[src/rtl/pwm_action_qualifier.sv]
module pwm_action_qualifier #(
  parameter int CW = 16,
  parameter int NCH = 2
) (
  input  logic          clk,
  input  logic          rst_n,
  input  logic          tick,
  input  logic [CW-1:0] cnt,
  input  logic          cnt_up,
  input  logic          zero_evt,
  input  logic          prd_evt,
  input  logic [CW-1:0] cmp_a,
  input  logic [CW-1:0] cmp_b,
  input  logic [15:0]   act_a,
  input  logic [15:0]   act_b,
  input  logic [3:0]    frc_sel,
  input  logic [1:0]    frc_when,
  output logic          pwm_a,
  output logic          pwm_b
);
  localparam int FW = 2 * NCH;

  logic [FW-1:0]  frc_held, frc_eff;
  logic [NCH-1:0] lvl;
  logic           hit_a, hit_b, reload;
  logic [15:0]    act [NCH];

  assign hit_a = cnt_up && (cnt == cmp_a);
  assign hit_b = cnt_up && (cnt == cmp_b);
  assign act[0] = act_a;
  assign act[1] = act_b;

  always_comb begin
    unique case (frc_when)
      2'b00:   reload = tick && zero_evt;
      2'b01:   reload = tick && prd_evt;
      2'b10:   reload = tick && (zero_evt || prd_evt);
      default: reload = tick;
    endcase
  end

  assign frc_eff = reload ? frc_sel : frc_held;

  always_ff @(posedge clk) begin
    if (!rst_n) frc_held <= '0;
    else if (reload) frc_held <= frc_sel;
  end

  function automatic logic [1:0] pick(input logic [15:0] w, input logic ca,
                                      input logic cb, input logic pr, input logic zr);
    if (ca && w[5:4] != 2'b00)      pick = w[5:4];
    else if (cb && w[9:8] != 2'b00) pick = w[9:8];
    else if (pr && w[3:2] != 2'b00) pick = w[3:2];
    else if (zr)                    pick = w[1:0];
    else                            pick = 2'b00;
  endfunction

  for (genvar i = 0; i < NCH; i++) begin : g_ch
    logic [1:0] code, fc;
    logic       nxt;
    assign code = pick(act[i], hit_a, hit_b, prd_evt, zero_evt);
    assign fc   = frc_eff[2*i +: 2];
    always_comb begin
      unique case (fc)
        2'b01: nxt = 1'b0;
        2'b10: nxt = 1'b1;
        default: begin
          unique case (code)
            2'b01:   nxt = 1'b0;
            2'b10:   nxt = 1'b1;
            2'b11:   nxt = ~lvl[i];
            default: nxt = lvl[i];
          endcase
        end
      endcase
    end
    always_ff @(posedge clk) begin
      if (!rst_n) lvl[i] <= 1'b0;
      else if (tick) lvl[i] <= nxt;
    end
  end

  assign pwm_a = lvl[0];
  assign pwm_b = lvl[1];
endmodule

[config.mk]
export PLATFORM = sky130hd
export DESIGN_NAME = pwm_action_qualifier
export DESIGN_NICKNAME = d
export VERILOG_FILES = /design/src/rtl/pwm_action_qualifier.sv
export SDC_FILE = /design/constraint.sdc
export NUM_CORES = 1
export LEC_CHECK = 0
export BUFFER_PORTS_ARGS = -buffer_cell sky130_fd_sc_hd__buf_2
export CORE_ASPECT_RATIO = 1.1
export CORE_MARGIN = 2
export CORE_UTILIZATION = 40
export DETAILED_ROUTE_END_ITERATION = 16
export GPL_TIMING_DRIVEN = 0
export PLACE_DENSITY = 0.86
export SYNTH_ARGS = -nofsm -noshare
export SYNTH_HDL_FRONTEND = slang
export SYNTH_SLANG_ARGS = --single-unit
[constraint.sdc]
create_clock -name clk -period 5.99 [get_ports clk]
set_input_delay 0.8985 -clock clk [delete_from_list [all_inputs] [get_ports clk]]
set_output_delay 0.8985 -clock clk [all_outputs]
set_load 0.03 [all_outputs]
==> summary.md <==
| Metric | Value |
|---|---|
| Outcome | `completed` |
| Max-cap violations | `0` |
| Antenna viol nets, final | `0` |
| Fin crit period | `2.930 ns` |
| Via count | `1237` |
| VDD IR max | `86.04 uV` |
| Worst EP arrival | `3.06 ns` |
| Max-slew violations | `0` |
| Switching power share of the total | `0.3661` |
| Detailed route wirelength on metal2 | `1.464 mm` |
| Post-synth top cells | `xnor2_1, nand4_1, nand2_1, inv_1, nand3_1` |
| Pwr/cell area | `126.4 nW/um^2` |
| CTS max path bufs | `2` |
| Clock power frac | `0.205` |
| Largest net degree at the start of global routing | `10` |
| Wire per inst | `11.57 um` |
| CTS H-tree depth | `1` |
| First-pass GRT wire length | `4.353 mm` |
| Prevailing post-synth register cell | `dfxtp_1` |
| TritonCTS clock tree | `done` |
| Die area | `2966 sq um` |
| Initial antenna violation count | `0` |
| FP Rows | `19` |
| Most common cell in the netlist | `xnor2_1` |
| # clock sinks | `6` |
| Measured slew at the worst slew-check pin | `0.3316 ns` |
| TNS Setup | `0 ns` |
| Data required time at the worst endpoint | `6.12 ns` |
| Nets | `311` |
| Combinational share of power | `0.549` |
| Root buffer cell | `clkbuf_4` |
| Initial drt markers | `18` |
| Syn Area/Cell | `7.716 sq um` |
| Vias in the first global route | `1189` |
| Tot GR Track Use | `0.1880` |
| Synthesis warning total | `0` |
| Ys async rst share | `0` |
| Leading area contributor after synthesis | `xnor2_1` |
| Mapped Nets | `230` |
| Reg clk slew, reported paths | `0.04 ns` |
| Switching power | `67.59 uW` |
| CTS Buf Count | `3` |
| Overall routed net length | `2.799 mm` |
| Clock Latency Late Sink | `0.25 ns` |
| Die height | `56.92 um` |
| Pint | `117.0 uW` |
| Post-CTS setup buffers | `0` |
| Post-cts gate resize count | `0` |
| Cells after synthesis | `132` |
| # DRC | `0` |
| DP HPWL | `2.614 mm` |
| Share of cells above drive strength 1 | `0.4123` |
| Placed Instance Area | `1438 sq um` |
| DRT Pass-1 Iters | `4` |
| Worst Path Max Fanout | `4` |
| Hold WC Path Type | `register to register` |
| I/O Buffers | `76` |
| Synth top area share | `0.2666` |
| Design area | `1460 sq um` |
| RSZ-0062 raised after global routing | `no` |
| Synth unique cells | `34` |
| Die Width | `52.11 um` |
| Starting Density | `0.4159` |
| Crit share post-route | `0.4892` |
| Leakage | `0.0006790 uW` |
| Fmax | `0.3413 GHz` |
| DRT met1 WL | `1.059 mm` |
| Met3 routed WL | `228 um` |
| Final setup skew | `0.00004111 ns` |
| Yosys reg bits | `6` |
| Routability cong. | `0.8166` |
| Main area contributors after synthesis | `xnor2_1, dfxtp_1, ha_1` |
| Hold buffers post-CTS | `0` |
| Gr ovfl total | `0` |
| Syn-to-layout area delta | `43.37%` |
| Rel. slew slack | `0.7789` |
| Setup Viol. Count Final | `0` |
| Sequential share of power | `0.246` |
| CP Launch Type | `input port` |
| Fin. Hold Viols | `0` |
| Post-synth EDFFs | `0` |
| Core ar. | `2449 sq um` |
| Antenna diodes | `0` |
| CP endpoint kind | `register` |
| Max layer used | `met4` |
| Critical path class | `input port to register` |
| DR vias/cell | `5.112` |
| Post-synthesis cell area | `1018 sq um` |
| Post-synthesis sequential area ratio | `0.1179` |
| # IOs | `94` |
[layout make-up]
type,count,area (sq um)
sequential,6,120.1
buffer,1,3.754
fill,248,988.4
inverter,8,30.03
timing repair buffer,76,380.4
tap,31,38.79
multi-input combinational,117,864.6
clock buffer,3,22.52
[cells by family after synthesis]
family | count (synthesis) | synth area share
adders and majority gates | 6 | 0.07371
muxes | 4 | 0.04054
xor gates and xnor gates | 31 | 0.2666
DFF | 6 | 0.1179
and+or+nand+nor | 53 | 0.3010
buffers and inverters | 9 | 0.03317
AOI/OAI and AO/OA | 23 | 0.1671
[stage by stage]
step | total power (uW) | cells | worst slack (ns) | utilization | hold WS, ns
6_report | 184.6 | 242 | 3.060 | 0.5963 | 0.5267
5_1_grt | 197.5 | 242 | 2.940 | 0.5963 | 0.5562
4_1_cts | 186.4 | 242 | 3.038 | 0.5963 | 0.5392
3_5_place_dp | 148.0 | 239 | 2.766 | 0.5871 | 0.5280
3_3_place_gp | 145.7 | 239 | 2.819 | 0.5871 | 0.4843
2_1_floorplan | 105.3 | 132 | 3.039 | - | 0.4667
[per-layer routing]
layer | track usage | up-vias
met2 | 0.3797 | 59
met4 | 0.07519 | 0
li1 | - | 647
met5 | 0 | -
met1 | 0.1845 | 526
met3 | 0.01862 | 5
[state kept, by name (all words and copies together), names as in the netlist]
name,cells
pwm_b,1
frc_held,4
pwm_a,1
[final timing paths]
kind         slack (ns)         from  cells after the start           to
min reg2reg        0.53  frc_held[0]                      2  frc_held[0]
min                0.53  frc_held[0]                      2  frc_held[0]
max reg2reg        4.53  frc_held[1]                      6        pwm_a
max                3.06  frc_when[0]                     12        pwm_a
[power groups by stage]
| stage | sequential (uW) | combinational, uW | clock, uW |
|---|---|---|---|
| after floorplan | 48.8 | 56.5 | 0 |
| after global placement | 45.9 | 99.7 | 0 |
| final | 45.4 | 101 | 37.9 |
| after global routing | 45.8 | 112 | 40.2 |
| after detailed placement | 46.2 | 102 | 0 |
| after CTS | 45.4 | 102 | 38.9 |
[worst max-delay path, cell delays in order]
cell      delay (ns)
buf_2           0.10
inv_1           0.04
ha_1            0.29
a211oi_1        0.22
nor2_1          0.09
o21ai_2         0.25
mux2_2          0.38
ha_1            0.31
inv_1           0.06
a211o_1         0.22
o32ai_1         0.12
a21oi_1         0.09
[cell usage in the layout (no fill, tap or decap), types with 2 or more instances in the layout]
master    count
o21ai_0       4
nand2_1      10
xnor2_1      31
clkbuf_4      3
nor3_1        3
buf_2        76
a21oi_1       5
and2_1        2
dfxtp_1       6
mux2i_1       3
ha_1          6
a32oi_1       3
nand3_1       8
nand4_1      12
and3_1        2
nand2b_1      3
inv_1         8
a22oi_1       2
nor4_2        2
nor2_1        6
(Power assumes the default switching activity.)
